**config.mk**
```make
export PLATFORM = sky130hd
export DESIGN_NAME = adc_scan_sequencer
export DESIGN_NICKNAME = d
export VERILOG_FILES = /design/src/rtl/scan_seq_pkg.sv /design/src/rtl/scan_trig_qual.sv /design/src/rtl/scan_enable_bit.sv /design/src/rtl/adc_scan_sequencer.sv
export SDC_FILE = /design/constraint.sdc
export NUM_CORES = 1
export LEC_CHECK = 0
export BUFFER_PORTS_ARGS = -buffer_cell sky130_fd_sc_hd__buf_2
export CAP_MARGIN = 20
export CORE_MARGIN = 5
export CORE_UTILIZATION = 50
export DETAILED_ROUTE_END_ITERATION = 16
export PLACE_DENSITY = 0.78
export SYNTH_ARGS = -nofsm -noshare
export SYNTH_HDL_FRONTEND = slang
export SYNTH_SLANG_ARGS = --single-unit
```
**constraint.sdc**
```tcl
create_clock -name clk -period 2.22 [get_ports clk]
set_clock_uncertainty 0.05 [all_clocks]
set_input_delay 0.111 -clock clk [delete_from_list [all_inputs] [get_ports clk]]
set_output_delay 0.111 -clock clk [all_outputs]
set_load 0.1 [all_outputs]
```
**src/rtl/scan_seq_pkg.sv**
```systemverilog
package scan_seq_pkg;

    typedef enum logic [2:0] {
        QM_OFF      = 3'd0,
        QM_SOFT     = 3'd1,
        QM_EXT_RISE = 3'd2,
        QM_EXT_FALL = 3'd3,
        QM_TIMER    = 3'd4
    } qmode_e;

    typedef enum logic [2:0] {
        ST_IDLE,
        ST_ARMED,
        ST_ISSUE,
        ST_WAIT,
        ST_PAUSE
    } seq_state_e;

    typedef enum logic [1:0] {
        QS_IDLE   = 2'b00,
        QS_ACTIVE = 2'b01,
        QS_PAUSED = 2'b10
    } qstat_e;

    function automatic logic mode_is_triggered(input logic [2:0] m);
        return (m == QM_EXT_RISE) || (m == QM_EXT_FALL) || (m == QM_TIMER);
    endfunction

endpackage

```
**src/rtl/scan_trig_qual.sv**
```systemverilog
module scan_trig_qual
    import scan_seq_pkg::*;
#(
    parameter int SYNC_STAGES = 2
) (
    input  logic       clk,
    input  logic       rst_n,
    input  logic [2:0] mode_i,
    input  logic       ext_i,
    input  logic       tmr_i,
    output logic       trig_o
);

    logic ext_s;
    logic ext_d_q;

    generate
        if (SYNC_STAGES == 0) begin : g_nosync
            assign ext_s = ext_i;
        end else begin : g_sync
            logic [SYNC_STAGES-1:0] chain_q;
            always_ff @(posedge clk or negedge rst_n) begin
                if (!rst_n) chain_q <= '0;
                else        chain_q <= SYNC_STAGES'({chain_q, ext_i});
            end
            assign ext_s = chain_q[SYNC_STAGES-1];
        end
    endgenerate

    always_ff @(posedge clk or negedge rst_n) begin
        if (!rst_n) ext_d_q <= 1'b0;
        else        ext_d_q <= ext_s;
    end

    always_comb begin
        unique case (mode_i)
            QM_EXT_RISE: trig_o = ext_s & ~ext_d_q;
            QM_EXT_FALL: trig_o = ~ext_s & ext_d_q;
            QM_TIMER:    trig_o = tmr_i;
            default:     trig_o = 1'b0;
        endcase
    end

endmodule

```
**src/rtl/scan_enable_bit.sv**
```systemverilog
module scan_enable_bit (
    input  logic clk,
    input  logic rst_n,
    input  logic wr_i,
    input  logic wdata_i,
    input  logic accept_i,
    input  logic hw_clr_i,
    output logic q_o
);

    always_ff @(posedge clk or negedge rst_n) begin
        if (!rst_n)                q_o <= 1'b0;
        else if (hw_clr_i)         q_o <= 1'b0;
        else if (wr_i && accept_i) q_o <= wdata_i;
    end

    AST_BUSY_WRITE_DROPPED: assert property (@(posedge clk) disable iff (!rst_n)
        (wr_i && !accept_i && !hw_clr_i) |=> (q_o == $past(q_o)));

endmodule

```
**src/rtl/adc_scan_sequencer.sv**
```systemverilog
module adc_scan_sequencer
    import scan_seq_pkg::*;
#(
    parameter int QUEUE_DEPTH = 16,
    parameter int CHAN_W      = 6,
    parameter int EXT_SYNC    = 2,
    localparam int ADDR_W     = (QUEUE_DEPTH > 1) ? $clog2(QUEUE_DEPTH) : 1,
    localparam int CCW_W      = CHAN_W + 1
) (
    input  logic              clk,
    input  logic              rst_n,
    input  logic [2:0]        mode_i,
    input  logic              ssen_wr_i,
    input  logic              ssen_wdata_i,
    input  logic              ext_trig_i,
    input  logic              tmr_expire_i,
    output logic [ADDR_W-1:0] ccw_addr_o,
    input  logic [CCW_W-1:0]  ccw_data_i,
    output logic              conv_start_o,
    output logic [CHAN_W-1:0] conv_chan_o,
    output logic              conv_abort_o,
    input  logic              conv_done_i,
    output logic              ssen_o,
    output logic [1:0]        status_o,
    output logic              complete_o,
    output logic              pause_o,
    output logic              overrun_o
);

    localparam logic [CHAN_W-1:0] EOQ_CODE  = '1;
    localparam logic [ADDR_W-1:0] LAST_ADDR = ADDR_W'(QUEUE_DEPTH - 1);
    localparam logic [ADDR_W-1:0] ADDR_ONE  = ADDR_W'(1);

    seq_state_e        state_q, state_d;
    logic [ADDR_W-1:0] addr_q, addr_d;
    logic [2:0]        mode_q;
    logic              pbit_q;
    logic              ssen_q;
    logic              trig;
    logic              mode_chg;
    logic              eoq_now;
    logic              accept_wr;
    logic              hw_clr;
    logic              cmp_d, pause_d, ovr_d;
    logic              cmp_q, pause_q, ovr_q;

    scan_trig_qual #(.SYNC_STAGES(EXT_SYNC)) u_trig (
        .clk    (clk),
        .rst_n  (rst_n),
        .mode_i (mode_i),
        .ext_i  (ext_trig_i),
        .tmr_i  (tmr_expire_i),
        .trig_o (trig)
    );

    assign accept_wr = (state_q == ST_IDLE) || (state_q == ST_ARMED);

    scan_enable_bit u_enable (
        .clk      (clk),
        .rst_n    (rst_n),
        .wr_i     (ssen_wr_i),
        .wdata_i  (ssen_wdata_i),
        .accept_i (accept_wr),
        .hw_clr_i (hw_clr),
        .q_o      (ssen_q)
    );

    assign mode_chg = (mode_i != mode_q);
    assign eoq_now  = (ccw_data_i[CHAN_W-1:0] == EOQ_CODE);

    // next state and datapath decisions
    always_comb begin
        state_d = state_q;
        addr_d  = addr_q;
        cmp_d   = 1'b0;
        pause_d = 1'b0;
        hw_clr  = 1'b0;
        if (mode_chg) begin
            addr_d = '0;
            if (ssen_q && (mode_i == QM_SOFT))          state_d = ST_ISSUE;
            else if (ssen_q && mode_is_triggered(mode_i)) state_d = ST_ARMED;
            else                                        state_d = ST_IDLE;
        end else begin
            unique case (state_q)
                ST_IDLE: begin
                    if (ssen_q && (mode_q == QM_SOFT)) begin
                        addr_d  = '0;
                        state_d = ST_ISSUE;
                    end else if (ssen_q && mode_is_triggered(mode_q)) begin
                        state_d = ST_ARMED;
                    end
                end
                ST_ARMED: begin
                    if (!ssen_q) begin
                        state_d = ST_IDLE;
                    end else if (trig) begin
                        addr_d  = '0;
                        state_d = ST_ISSUE;
                    end
                end
                ST_ISSUE: begin
                    if (eoq_now) begin
                        state_d = ST_IDLE;
                        cmp_d   = 1'b1;
                        hw_clr  = 1'b1;
                    end else begin
                        state_d = ST_WAIT;
                    end
                end
                ST_WAIT: begin
                    if (conv_done_i) begin
                        if (addr_q == LAST_ADDR) begin
                            state_d = ST_IDLE;
                            cmp_d   = 1'b1;
                            hw_clr  = 1'b1;
                        end else if (pbit_q && (mode_q != QM_SOFT)) begin
                            state_d = ST_PAUSE;
                            pause_d = 1'b1;
                        end else begin
                            addr_d  = addr_q + ADDR_ONE;
                            state_d = ST_ISSUE;
                        end
                    end
                end
                ST_PAUSE: begin
                    if (trig) begin
                        addr_d  = addr_q + ADDR_ONE;
                        state_d = ST_ISSUE;
                    end
                end
                default: state_d = ST_IDLE;
            endcase
        end
    end

    assign ovr_d = trig && !mode_chg &&
                   ((state_q == ST_ISSUE) || (state_q == ST_WAIT));

    // state register
    always_ff @(posedge clk or negedge rst_n) begin
        if (!rst_n) begin
            state_q <= ST_IDLE;
            addr_q  <= '0;
            mode_q  <= QM_OFF;
            pbit_q  <= 1'b0;
        end else begin
            state_q <= state_d;
            addr_q  <= addr_d;
            mode_q  <= mode_i;
            if (state_q == ST_ISSUE) pbit_q <= ccw_data_i[CHAN_W];
        end
    end

    // registered output pulses
    always_ff @(posedge clk or negedge rst_n) begin
        if (!rst_n) begin
            cmp_q   <= 1'b0;
            pause_q <= 1'b0;
            ovr_q   <= 1'b0;
        end else begin
            cmp_q   <= cmp_d;
            pause_q <= pause_d;
            ovr_q   <= ovr_d;
        end
    end

    // output decode
    always_comb begin
        conv_start_o = (state_q == ST_ISSUE) && !eoq_now && !mode_chg;
        conv_abort_o = (state_q == ST_WAIT) && mode_chg;
        conv_chan_o  = ccw_data_i[CHAN_W-1:0];
        ccw_addr_o   = addr_q;
        ssen_o       = ssen_q;
        complete_o   = cmp_q;
        pause_o      = pause_q;
        overrun_o    = ovr_q;
        unique case (state_q)
            ST_ISSUE, ST_WAIT: status_o = QS_ACTIVE;
            ST_PAUSE:          status_o = QS_PAUSED;
            default:           status_o = QS_IDLE;
        endcase
    end

    AST_ARMED_TRIG_FIRST_WORD: assert property (@(posedge clk) disable iff (!rst_n)
        (state_q == ST_ARMED && ssen_q && trig && !mode_chg) |=>
        (state_q == ST_ISSUE && ccw_addr_o == '0));
    AST_ENABLE_FALL_CAUSE: assert property (@(posedge clk) disable iff (!rst_n)
        $fell(ssen_q) |-> (complete_o || $past(ssen_wr_i && !ssen_wdata_i)));
    AST_COMPLETE_IDLE: assert property (@(posedge clk) disable iff (!rst_n)
        complete_o |-> (status_o == QS_IDLE && !ssen_o));
    AST_PAUSE_NOT_SOFT: assert property (@(posedge clk) disable iff (!rst_n)
        pause_o |-> (state_q == ST_PAUSE && mode_q != QM_SOFT));
    AST_ABORT_LEAVES_WAIT: assert property (@(posedge clk) disable iff (!rst_n)
        conv_abort_o |=> (state_q != ST_WAIT && ccw_addr_o == '0));
    AST_OVERRUN_WHEN_BUSY: assert property (@(posedge clk) disable iff (!rst_n)
        overrun_o |-> $past(status_o == QS_ACTIVE));
    AST_NO_START_ON_END: assert property (@(posedge clk) disable iff (!rst_n)
        conv_start_o |-> (conv_chan_o != EOQ_CODE));

endmodule

```
==> metrics.md, run 1 <==
| Metric | Value |
|---|---|
| Total chip power | `0.000859 W` |
| Die height | `57.1 um` |
| Clk slew on worst S/H paths | `100 ps` |
| Reg2reg end | `ccw_addr_o[3]$_DFFE_PN0P_` |
| Max_slew headroom | `69.4%` |
| I/O pins | `35` |
| Largest net degree at the start of global routing | `19` |
| Multi-input logic area | `598 um2` |
| WP data arrival | `1840 ps` |
| Ys Warns | `0` |
| Area leader, netlist | `dfrtp_1` |
| Std cell rows | `17` |
| Antenna viol nets, final | `0` |
| Final setup violating endpoints | `0` |
| CTS H-tree depth | `1` |
| CTS Buffer Depth | `2` |
| Wirelength per Cell | `14.1 um` |
| Slew Limit Fails | `0` |
| Leakage | `0.654 nW` |
| Setup WS pre-CTS | `321 ps` |
| DP Wirelength | `1980 um` |
| Max VDD drop | `0.000402 V` |
| Required @ worst endpoint | `2060 ps` |
| Top cells by area, synth | `dfrtp_1, buf_4, nand2_1` |
| Drt total wl | `2620 um` |
| Initial Utilization | `51.2%` |
| Clk pwr share | `23.6%` |
| Worst flop-to-flop path startpoint | `ccw_addr_o[0]$_DFFE_PN0P_` |
| Syn nets | `138` |
| Max cap viols | `0` |
| CTS tree | `yes` |
| CP max FO | `9` |
| Global-route wire length before repair | `4370 um` |
| Critical Path Source | `mode_i[2]` |
| Vias per cell | `5.62` |
| Initial antenna violation count | `0` |
| Final hold vios | `0` |
| GRT Overall Usage | `16.8%` |
| CP Capture Type | `output pin` |
| Syn Inst Count | `120` |
| Gate power share | `32.8%` |
| Outcome | `completed` |
| DRT Pass-1 Iters | `4` |
| Sw Pwr | `0.000320 W` |
| Die area | `3260 um2` |
| Number of buffers created by CTS | `3` |
| Clk_lat worst skew | `290 ps` |
| Yosys reg bits | `18` |
| Startpoint Class | `input port` |
| Fin crit share | `90.1%` |
| Unrepaired setup endpoints after global routing | `no` |
| Worst Setup EP | `conv_abort_o` |
| Most common cell after layout, fill and taps aside | `buf_2` |
| Area growth syn-to-layout | `27.5%` |
| Core area | `2170 um2` |
| Post-CTS setup buffer count | `0` |
| Crit path time final | `2000 ps` |
| DRC | `0` |
| Worst R2R Path Depth | `7` |
| PD cells | `606 nW/um2` |
| Vias | `1040` |
| Distinct cells, synth | `39` |
| Share of layout cells above drive strength 1 | `34.4%` |
| GPL Wtd Cong | `0.899` |
| Sequential share of power | `43.6%` |
| Vias in the first global route | `1034` |
| Remaining Overflow, GRT | `0` |
| Die X | `57.1 um` |
| Fmax | `500 MHz` |
| Nets | `176` |
| Worst-Margin Slew | `448 ps` |
| Clk sink count | `18` |
| R2R setup slack | `290 ps` |
| Setup CP Type | `input port to output pin` |
| Mapped Area | `1110 um2` |
| Number of fill cells | `186` |
| Cell Int Power | `0.000539 W` |
| Hold Crit Class | `input port to register` |
| Ant diodes | `0` |
| Seq/Total Area, Yosys | `40.5%` |
| Starting DRC count in detailed routing | `22` |
| Yosys top cell area share | `40.5%` |
| Setup ws final | `219 ps` |
| Synth Area per Inst | `9.26 um2` |
| Most frequent cells in the layout | `buf_2, dfrtp_1, nand2_1` |
| Buffers added on ports | `34` |
| FF/Latch Area | `453 um2` |
| Switching part of the total power | `37.2%` |
| CTS root buffer | `clkbuf_4` |
==> cell families (layout without fill, tap and decap cells) <==
logic type / Yosys count / in the layout / synth area share, %
buf+inv: 16 / 53 / 8.00
mux: 1 / 1 / 1.01
simple gates: 52 / 52 / 26.1
fa+ha+maj: 1 / 1 / 1.13
compound gates: 28 / 28 / 20.0
xor+xnor: 4 / 4 / 3.15
flops: 18 / 18 / 40.5
==> worst min path at each step <==
stage	start	to	cells after the start
after floorplan	rst_n	ccw_addr_o[0]$_DFFE_PN0P_	0
after global placement	rst_n	u_enable.q_o$_DFFE_PN0P_	1
after detailed placement	rst_n	complete_o$_DFF_PN0_	1
after CTS	ssen_wdata_i	u_enable.q_o$_DFFE_PN0P_	3
after global routing	ssen_wr_i	u_enable.q_o$_DFFE_PN0P_	3
final	ssen_wdata_i	u_enable.q_o$_DFFE_PN0P_	3
==> power by group through the flow <==
stage	sequential [W]	clock, W	combinational (W)
after global routing	0.000377	0.000219	0.000303
after CTS	0.000374	0.000207	0.000281
after floorplan	0.000393	0	0.000199
after detailed placement	0.000381	0	0.000272
after global placement	0.000380	0	0.000267
final	0.000374	0.000203	0.000282
==> per-stage QoR <==
stage	hold WS, ps	utilization (%)	instance area, um2	cells	TNS (ps)
after detailed placement	10.2	60.6	1320	175	0
after floorplan	-235	-	1130	120	-76.5
after global placement	11.1	60.6	1320	175	0
final	18.9	65.3	1420	185	0
after CTS	22.3	65.1	1410	185	0
after global routing	29.9	65.3	1420	185	0
==> cells in the mapped netlist <==
| master | instances |
|---|---|
| dfrtp_1 | 18 |
| nand2_1 | 12 |
| a21oi_1 | 8 |
| buf_4 | 7 |
| nand3_1 | 7 |
| nor2_1 | 7 |
| nor3_1 | 6 |
| o21ai_0 | 6 |
| inv_1 | 5 |
| nor2b_1 | 4 |
| xor2_1 | 3 |
| and2_1 | 2 |
| and3_1 | 2 |
| buf_2 | 2 |
| clkbuf_1 | 2 |
| nand3b_1 | 2 |
| nand4_1 | 2 |
| o211ai_2 | 2 |
| o22a_1 | 2 |
| o31ai_1 | 2 |
| a2111o_1 | 1 |
| a2111oi_0 | 1 |
| a2111oi_4 | 1 |
| a21o_1 | 1 |
| a2bb2oi_2 | 1 |
| a31oi_1 | 1 |
| a41o_1 | 1 |
| and2b_1 | 1 |
| ha_1 | 1 |
| mux2_2 | 1 |
| nand2b_1 | 1 |
| nand4b_1 | 1 |
| nand4bb_1 | 1 |
| nor3b_1 | 1 |
| nor3b_4 | 1 |
| nor4bb_1 | 1 |
| o32ai_1 | 1 |
| or3_1 | 1 |
| xnor2_1 | 1 |
==> timing repair <==
item,4_1_cts,5_1_grt
hold buffers,6,0
gates resized for setup,0,1
endpoints found under the setup margin,0,2
endpoints found under the hold margin,23,0
==> final cells by class <==
| type | instances | area share, % |
|---|---|---|
| Clock buffer | 4 | 2.56 |
| Timing Repair Buffer | 44 | 19.4 |
| Sequential cell | 18 | 32.0 |
| Multi-Input combinational cell | 86 | 42.2 |
| Inverter | 5 | 1.33 |
| Tap cell | 28 | 2.47 |
==> routing by layer <==
| metal | GRT usage (%) | up-vias | wire length (um) |
|---|---|---|---|
| li1 | - | 505 | - |
| met1 | 19.5 | 494 | 1080 |
| met2 | 29.5 | 35 | 1290 |
| met3 | 2.94 | 6 | 192 |
| met4 | 8.28 | 0 | 53 |
| met5 | 0 | - | 0 |
==> sequential cells by signal (all words and copies together) (netlist names) <==
signal,count
ccw_addr_o,4
mode_q,3
state_q,3
u_trig.g_sync.chain_q,2
complete_o,1
overrun_o,1
pause_o,1
pbit_q,1
u_enable.q_o,1
u_trig.ext_d_q,1
==> worst max-delay path, stage by stage <==
cell           delay, ps
dlygate4sd3_1        540
buf_2                170
xor2_1               180
nor3_2               270
buf_4                230
nor2_2                50
buf_2                290
Note: power is estimated with default switching activity, not from simulation.
==> run 2, diff against run 1 <==
--- a/config.mk
+++ b/config.mk
@@ -5,12 +5,14 @@
 export SDC_FILE = /design/constraint.sdc
 export NUM_CORES = 1
 export LEC_CHECK = 0
+export ABC_AREA = 1
 export BUFFER_PORTS_ARGS = -buffer_cell sky130_fd_sc_hd__buf_2
 export CAP_MARGIN = 20
 export CORE_MARGIN = 5
-export CORE_UTILIZATION = 50
+export CORE_UTILIZATION = 53
+export CTS_BUF_LIST = sky130_fd_sc_hd__clkbuf_8
 export DETAILED_ROUTE_END_ITERATION = 16
-export PLACE_DENSITY = 0.78
+export PLACE_DENSITY = 0.82
 export SYNTH_ARGS = -nofsm -noshare
 export SYNTH_HDL_FRONTEND = slang
 export SYNTH_SLANG_ARGS = --single-unit
==> metrics.md, run 2 <==
| Metric | Value |
|---|---|
| Outcome | `completed` |
| Remaining Overflow, GRT | `0 (unchanged)` |
| Global-route wire length before repair | `4470 um (+2.2%)` |
| CTS tree | `yes` |
| Vias per cell | `5.03 (-10%)` |
| Std cell rows | `17 (unchanged)` |
| Top-count cell post-synth | `nand2_1` |
| Clk sink count | `18 (unchanged)` |
| Setup CP Type | `input port to output pin` |
| Crit path time final | `1950 ps (-55.8 ps)` |
| I/O pins | `35 (unchanged)` |
| PD cells | `665 nW/um2 (+9.6%)` |
| Area growth syn-to-layout | `23.1%` |
| Seq/Total Area, Yosys | `38.8% (-1.7 points)` |
| Synth Area per Inst | `7.63 um2 (-18%)` |
| GRT Overall Usage | `17.7% (+0.90 points)` |
| Buffers added on ports | `34 (unchanged)` |
| Syn nets | `170 (+23%)` |
| WP data arrival | `1780 ps (-60 ps)` |
| CP Capture Type | `output pin` |
| Initial Utilization | `54.0% (+2.8 points)` |
| Fin cells | `217 (+17%)` |
| Yosys top cell area share | `38.8% (-1.7 points)` |
| Met3 WL | `155 um (-19%)` |
| Die height | `56.8 um (-0.63%)` |
| WL met2 | `1380 um (+6.3%)` |
| Yosys reg bits | `18 (unchanged)` |
| CP max FO | `9 (unchanged)` |
| Slew Limit Fails | `0 (unchanged)` |
| Fmax | `514 MHz (+2.9%)` |
| Clk slew on worst S/H paths | `70 ps (-30 ps)` |
| Mapped Area | `1160 um2 (+4.4%)` |
| Number of buffers created by CTS | `3 (unchanged)` |
| Most frequent cells in the layout | `nand2_1, buf_2, inv_1, dfrtp_1, nor2_1` |
| CP cell instances | `dlygate4sd3_1, buf_2, xnor2_2, nand3_4, nor2_2, buf_2` |
| Distinct cells, synth | `29 (-26%)` |
| Final setup violating endpoints | `0 (unchanged)` |
| Hold Crit Class | `input port to register` |
| Die area | `3220 um2 (-1.3%)` |
| CTS root buffer | `clkbuf_8` |
| Critical path's largest stage delay | `550 ps (about the same)` |
| Top cells by count, synth | `nand2_1, dfrtp_1, inv_1` |
| Drt total wl | `2610 um (-0.15%)` |
| Unrepaired setup endpoints after global routing | `no` |
| Max_slew headroom | `67.6% (-1.8 points)` |
| GPL Wtd Cong | `0.864 (-3.9%)` |
| Area post-placement | `1320 um2 (+0.57%)` |
| Share of layout cells above drive strength 1 | `30.7% (-3.7 points)` |
| Ant diodes | `0 (unchanged)` |
| Setup TNS | `0 ps (unchanged)` |
| Top cell by count, worst path | `buf_2` |
| Inst Count DP | `208 (+19%)` |
| Main flop type after synthesis | `dfrtp_1` |
| Vias | `1092 (+5.0%)` |
| Core area | `2150 um2 (-0.98%)` |
| Nets | `208 (+18%)` |
| Hold buffers post-CTS | `5 (-1)` |
| Top cells by area, synth | `dfrtp_1, nand2_1, inv_1` |
| Antenna viol nets, final | `0 (unchanged)` |
| Fin crit share | `87.6% (-2.5 points)` |
| Syn Inst Count | `152 (+27%)` |
| Vias in the first global route | `1064 (+2.9%)` |
| Area leader, netlist | `dfrtp_1` |
| DRT Pass-1 Iters | `4 (unchanged)` |
| Post-CTS Resized | `0 (unchanged)` |
| Initial antenna violation count | `0 (unchanged)` |
| Max VDD drop | `0.000447 V (+11%)` |
| Startpoint Class | `input port` |
| Clk_lat worst skew | `250 ps (-40 ps)` |
| Leakage | `0.798 nW (+22%)` |
| Die X | `56.8 um (-0.63%)` |
| CTS H-tree depth | `1 (unchanged)` |
| Final core utilization | `66.5% (+1.2 points)` |
| Design Area, Final | `1430 um2 (+0.79%)` |
| Top routing layer in use | `met4` |
| Final hold vios | `0 (unchanged)` |
| Worst-Margin Slew | `489 ps (+41.5 ps)` |
| EDFF count, synth | `0 (unchanged)` |
| CTS Buffer Depth | `2 (unchanged)` |
| Slowest cell on crit path | `dlygate4sd3_1` |
| Post-route met1 wirelength | `1060 um (-1.9%)` |
| Async S/R FF share, synth | `100% (unchanged)` |
| Max cap viols | `0 (unchanged)` |
| Wirelength per Cell | `12.0 um (-15%)` |
| Most common cell after layout, fill and taps aside | `nand2_1` |
| Largest register FFs | `4 (unchanged)` |
| DP Wirelength | `2100 um (+6.1%)` |
| DRC | `0 (unchanged)` |
| Largest net degree at the start of global routing | `19 (unchanged)` |
| Starting DRC count in detailed routing | `28 (+27%)` |
| Total chip power | `0.000949 W (+10%)` |
| Ys Warns | `0 (unchanged)` |
| Post-CTS setup buffer count | `0 (unchanged)` |
| Required @ worst endpoint | `2060 ps (about the same)` |
-- run 2: worst paths after layout --
| check | cells past startpoint | startpoint | slack [ps] | end |
|---|---|---|---|---|
| max in group asynchronous | 2 | rst_n | 1570 | ccw_addr_o[3]$_DFFE_PN0P_ |
| min in group asynchronous | 2 | rst_n | 260 | overrun_o$_DFF_PN0_ |
| hold / removal | 2 | ccw_data_i[6] | 50 | pbit_q$_DFFE_PN0P_ |
| setup reg to reg | 7 | ccw_addr_o[0]$_DFFE_PN0P_ | 670 | ccw_addr_o[0]$_DFFE_PN0P_ |
| setup / recovery | 6 | mode_i[2] | 270 | conv_start_o |
| hold reg to reg | 0 | u_trig.g_sync.chain_q[0]$_DFF_PN0_ | 300 | u_trig.g_sync.chain_q[1]$_DFF_PN0_ |
-- run 2: final cells by class --
cell class	count	area (um2)
sequential	18	450
fill	195	721
clock buffer	4	55.1
inverter	22	85.1
multi-input combinational	106	582
tap	28	35.0
timing repair buffer	39	220
-- run 2: report_power, final --
| group | switching, W | internal, W |
|---|---|---|
| logic | 0.000224 | 0.0000837 |
| clock network | 0.000108 | 0.000157 |
| registers | 0.0000238 | 0.000352 |
-- run 2: cells by family after synthesis --
logic type | share of synthesized area (%)
AOI/OAI and AO/OA | 7.01
xor gates and xnor gates | 5.72
DFF | 38.8
adders and majority gates | 1.08
and+or+nand+nor | 35.2
muxes | 0.971
buffers and inverters | 11.2
-- run 2: routing by layer --
metal | GRT usage (%) | vias up
li1 | - | 554
met1 | 20.4 | 503
met2 | 30.9 | 31
met3 | 5.29 | 4
met4 | 5.96 | 0
met5 | 0 | -
-- run 2: worst max-delay path, delay by kind of cell --
family	cells	cell delay, ps
buffers and inverters	3	1150
xor gates and xnor gates	1	210
and+or+nand+nor	2	310
-- run 2: per-stage QoR --
stage	setup slack (ps)	hold WS [ps]
global route	161	51.8
global placement	618	10.8
finish	275	46.4
floorplan	92.4	-235
CTS	289	48.2
detailed placement	586	12.4
==> run 3, diff against run 2 <==
--- a/config.mk
+++ b/config.mk
@@ -9,10 +9,10 @@
 export BUFFER_PORTS_ARGS = -buffer_cell sky130_fd_sc_hd__buf_2
 export CAP_MARGIN = 20
 export CORE_MARGIN = 5
-export CORE_UTILIZATION = 53
+export CORE_UTILIZATION = 57
 export CTS_BUF_LIST = sky130_fd_sc_hd__clkbuf_8
 export DETAILED_ROUTE_END_ITERATION = 16
-export PLACE_DENSITY = 0.82
+export PLACE_DENSITY = 0.87
 export SYNTH_ARGS = -nofsm -noshare
 export SYNTH_HDL_FRONTEND = slang
 export SYNTH_SLANG_ARGS = --single-unit
==> constraint.sdc (replaced) <==
create_clock -name clk -period 2.5 [get_ports clk]
set_clock_uncertainty 0.05 [all_clocks]
set_input_delay 0.125 -clock clk [delete_from_list [all_inputs] [get_ports clk]]
set_output_delay 0.125 -clock clk [all_outputs]
set_load 0.1 [all_outputs]
==> metrics.md, run 3 (synthesized netlist as in run 2, its figures left out) <==
| Metric | Value |
|---|---|
| Std cell rows | `16 (-1)` |
| Required @ worst endpoint | `2330 ps (+270 ps)` |
| Starting DRC count in detailed routing | `49 (+75%)` |
| CP cell instances | `nor3_1, nand2_1, nor2_1, buf_2` |
| Cell Int Power | `0.000525 W (-12%)` |
| Critical path's largest stage delay | `440 ps (-110 ps)` |
| Critical path buffer and inverter count | `1 (-2)` |
| Global-route wire length before repair | `4760 um (+6.5%)` |
| Largest net degree at the start of global routing | `19 (unchanged)` |
| FF/Latch Area | `450 um2 (unchanged)` |
| Crit path time final | `2000 ps` |
| Fin crit share | `80.1%` |
| Most common cell after layout, fill and taps aside | `nand2_1` |
| Drt total wl | `2870 um (+9.9%)` |
| Die height | `55.1 um (-2.9%)` |
| Post-CTS setup buffer count | `0 (unchanged)` |
| Fmax | `499 MHz` |
| Area growth syn-to-layout | `21.0%` |
| CTS Buffer Depth | `2 (unchanged)` |
| Clk slew on worst S/H paths | `70 ps (about the same)` |
| Gate power share | `32.2% (-0.3 points)` |
| CTS tree | `yes` |
| Critical Path Source | `state_q[2]$_DFFE_PN0P_` |
| Max VDD drop | `0.000475 V (+6.3%)` |
| Worst flop-to-flop path startpoint | `state_q[2]$_DFFE_PN0P_` |
| Crit. path cell count | `4 (-2)` |
| Sw Pwr | `0.000326 W (-8.4%)` |
| Die X | `55.1 um (-2.9%)` |
| Worst Setup EP | `conv_start_o` |
| Clk_lat worst skew | `260 ps (about the same)` |
| Largest register FFs | `4 (unchanged)` |
| R2R setup slack | `960 ps (+290 ps)` |
| Setup CP Type | `register to output pin` |
| Slew Limit Fails | `0 (unchanged)` |
| Setup WS pre-CTS | `813 ps (+227 ps)` |
| Hold buffers post-CTS | `2 (-3)` |
| Switching part of the total power | `38.3% (+0.82 points)` |
| Worst-Margin Slew | `494 ps (+4.71 ps)` |
| Final setup violating endpoints | `0 (unchanged)` |
| CTS root buffer | `clkbuf_8` |
| CTS H-tree depth | `1 (unchanged)` |
| Unrepaired setup endpoints after global routing | `no` |
| CP max FO | `6 (-3)` |
| Setup ws final | `498 ps (+223 ps)` |
| Number of fill cells | `162 (-17%)` |
| DRT Pass-1 Iters | `4 (unchanged)` |
| DRC | `0 (unchanged)` |
| Number of buffers created by CTS | `3 (unchanged)` |
| Total chip power | `0.000851 W (-10%)` |
| CP Capture Type | `output pin` |
| Nets | `206 (-0.96%)` |
| GPL Wtd Cong | `0.877 (+1.5%)` |
| Startpoint Class | `register` |
| Reg2reg end | `state_q[2]$_DFFE_PN0P_` |
| Core area | `1940 um2 (-9.6%)` |
| Most frequent cells in the layout | `nand2_1, buf_2, inv_1, dfrtp_1, nor2_1` |
| Slowest cell on crit path | `dfrtp_1` |
| Outcome | `finished with violations` |
| Remaining Overflow, GRT | `0 (unchanged)` |
| Max cap viols | `0 (unchanged)` |
| Hold Crit Class | `input port to register` |
| Vias | `1144 (+4.8%)` |
| Delay-heaviest family, CP | `simple AND/OR/NAND/NOR gates` |
| Multi-input logic area | `579 um2 (-0.43%)` |
| I/O pins | `35 (unchanged)` |
| Buffers added on ports | `34 (unchanged)` |
| Final core utilization | `72.3% (+5.8 points)` |
| Post-CTS Resized | `0 (unchanged)` |
| Max_slew headroom | `67.3% (-0.31 points)` |
| Leakage | `0.790 nW (-1.0%)` |
| Area post-placement | `1320 um2 (-0.28%)` |
| Clk pwr share | `28.7% (+0.7 points)` |
| GRT Overall Usage | `22.1% (+4.5 points)` |
| DP Wirelength | `2160 um (+2.9%)` |
| Vias in the first global route | `1082 (+1.7%)` |
| Share of layout cells above drive strength 1 | `30.5% (-0.21 points)` |
| Clk sink count | `18 (unchanged)` |
| Antenna viol nets, final | `0 (unchanged)` |
| Design Area, Final | `1400 um2 (-1.7%)` |
| WP data arrival | `1830 ps (+50 ps)` |
| Initial antenna violation count | `0 (unchanged)` |
| Hold slack | `-0.539 ps (-46.9 ps)` |
| Wirelength per Cell | `13.4 um (+11%)` |
| Final hold vios | `1 (+1)` |
| Initial Utilization | `59.7% (+5.7 points)` |
| Sequential share of power | `39.1% (-0.5 points)` |
| Setup TNS | `0 ps (unchanged)` |
| Ant diodes | `0 (unchanged)` |
| Violated checks | `hold timing` |
| Vias per cell | `5.35 (+6.2%)` |
| PD cells | `606 nW/um2 (-8.8%)` |
| Worst R2R Path Depth | `5 (-2)` |
| Die area | `3040 um2 (-5.8%)` |
## run 3: cell count changes in the layout (fill, tap and decap cells not counted)
cell / change
dlygate4sd3_1: -2
nor2_1: +1
nor2_2: -1
## run 3: area by class of cell
type	count	area share, %
multi-input cells	106	41.3
inverters	22	6.06
flip-flops and latches	18	32.1
clock buffers	4	3.92
repair buffers	37	14.3
well taps	27	2.41
## run 3: routing by layer
| layer | share of wire (%) | track usage (%) | wire length [um] | up-vias |
|---|---|---|---|---|
| met1 | 39 | 26.3 | 1130 | 534 |
| li1 | - | - | - | 545 |
| met5 | 0 | 0 | 0 | - |
| met3 | 6.3 | 4.29 | 182 | 11 |
| met4 | 2.4 | 9.31 | 68 | 0 |
| met2 | 52 | 38.8 | 1490 | 54 |
## run 3: through the flow
step                      instances  hold slack (ps)
after detailed placement        207             29.9
after CTS                       213             2.08
after global placement          207             22.7
after floorplan                 152             -221
after global routing            214           -0.434
final                           214           -0.539
## run 3: worst min path at each step
stage,from,to,slack [ps],cells past startpoint
after global placement,rst_n,mode_q[2]$_DFF_PN0_,20,1
after CTS,mode_i[0],mode_q[0]$_DFF_PN0_,2,1
after global routing,mode_i[2],mode_q[2]$_DFF_PN0_,-0.4,1
after floorplan,rst_n,ccw_addr_o[0]$_DFFE_PN0P_,-220,0
after detailed placement,rst_n,mode_q[2]$_DFF_PN0_,30,1
final,mode_i[1],mode_q[1]$_DFF_PN0_,-0.5,1
## run 3: power by group through the flow
stage	clock, W	sequential (W)	combinational (W)
after global routing	0.000257	0.000336	0.000299
after CTS	0.000241	0.000333	0.000272
after floorplan	0	0.000355	0.000194
final	0.000244	0.000333	0.000274
after detailed placement	0	0.000337	0.000268
after global placement	0	0.000337	0.000261
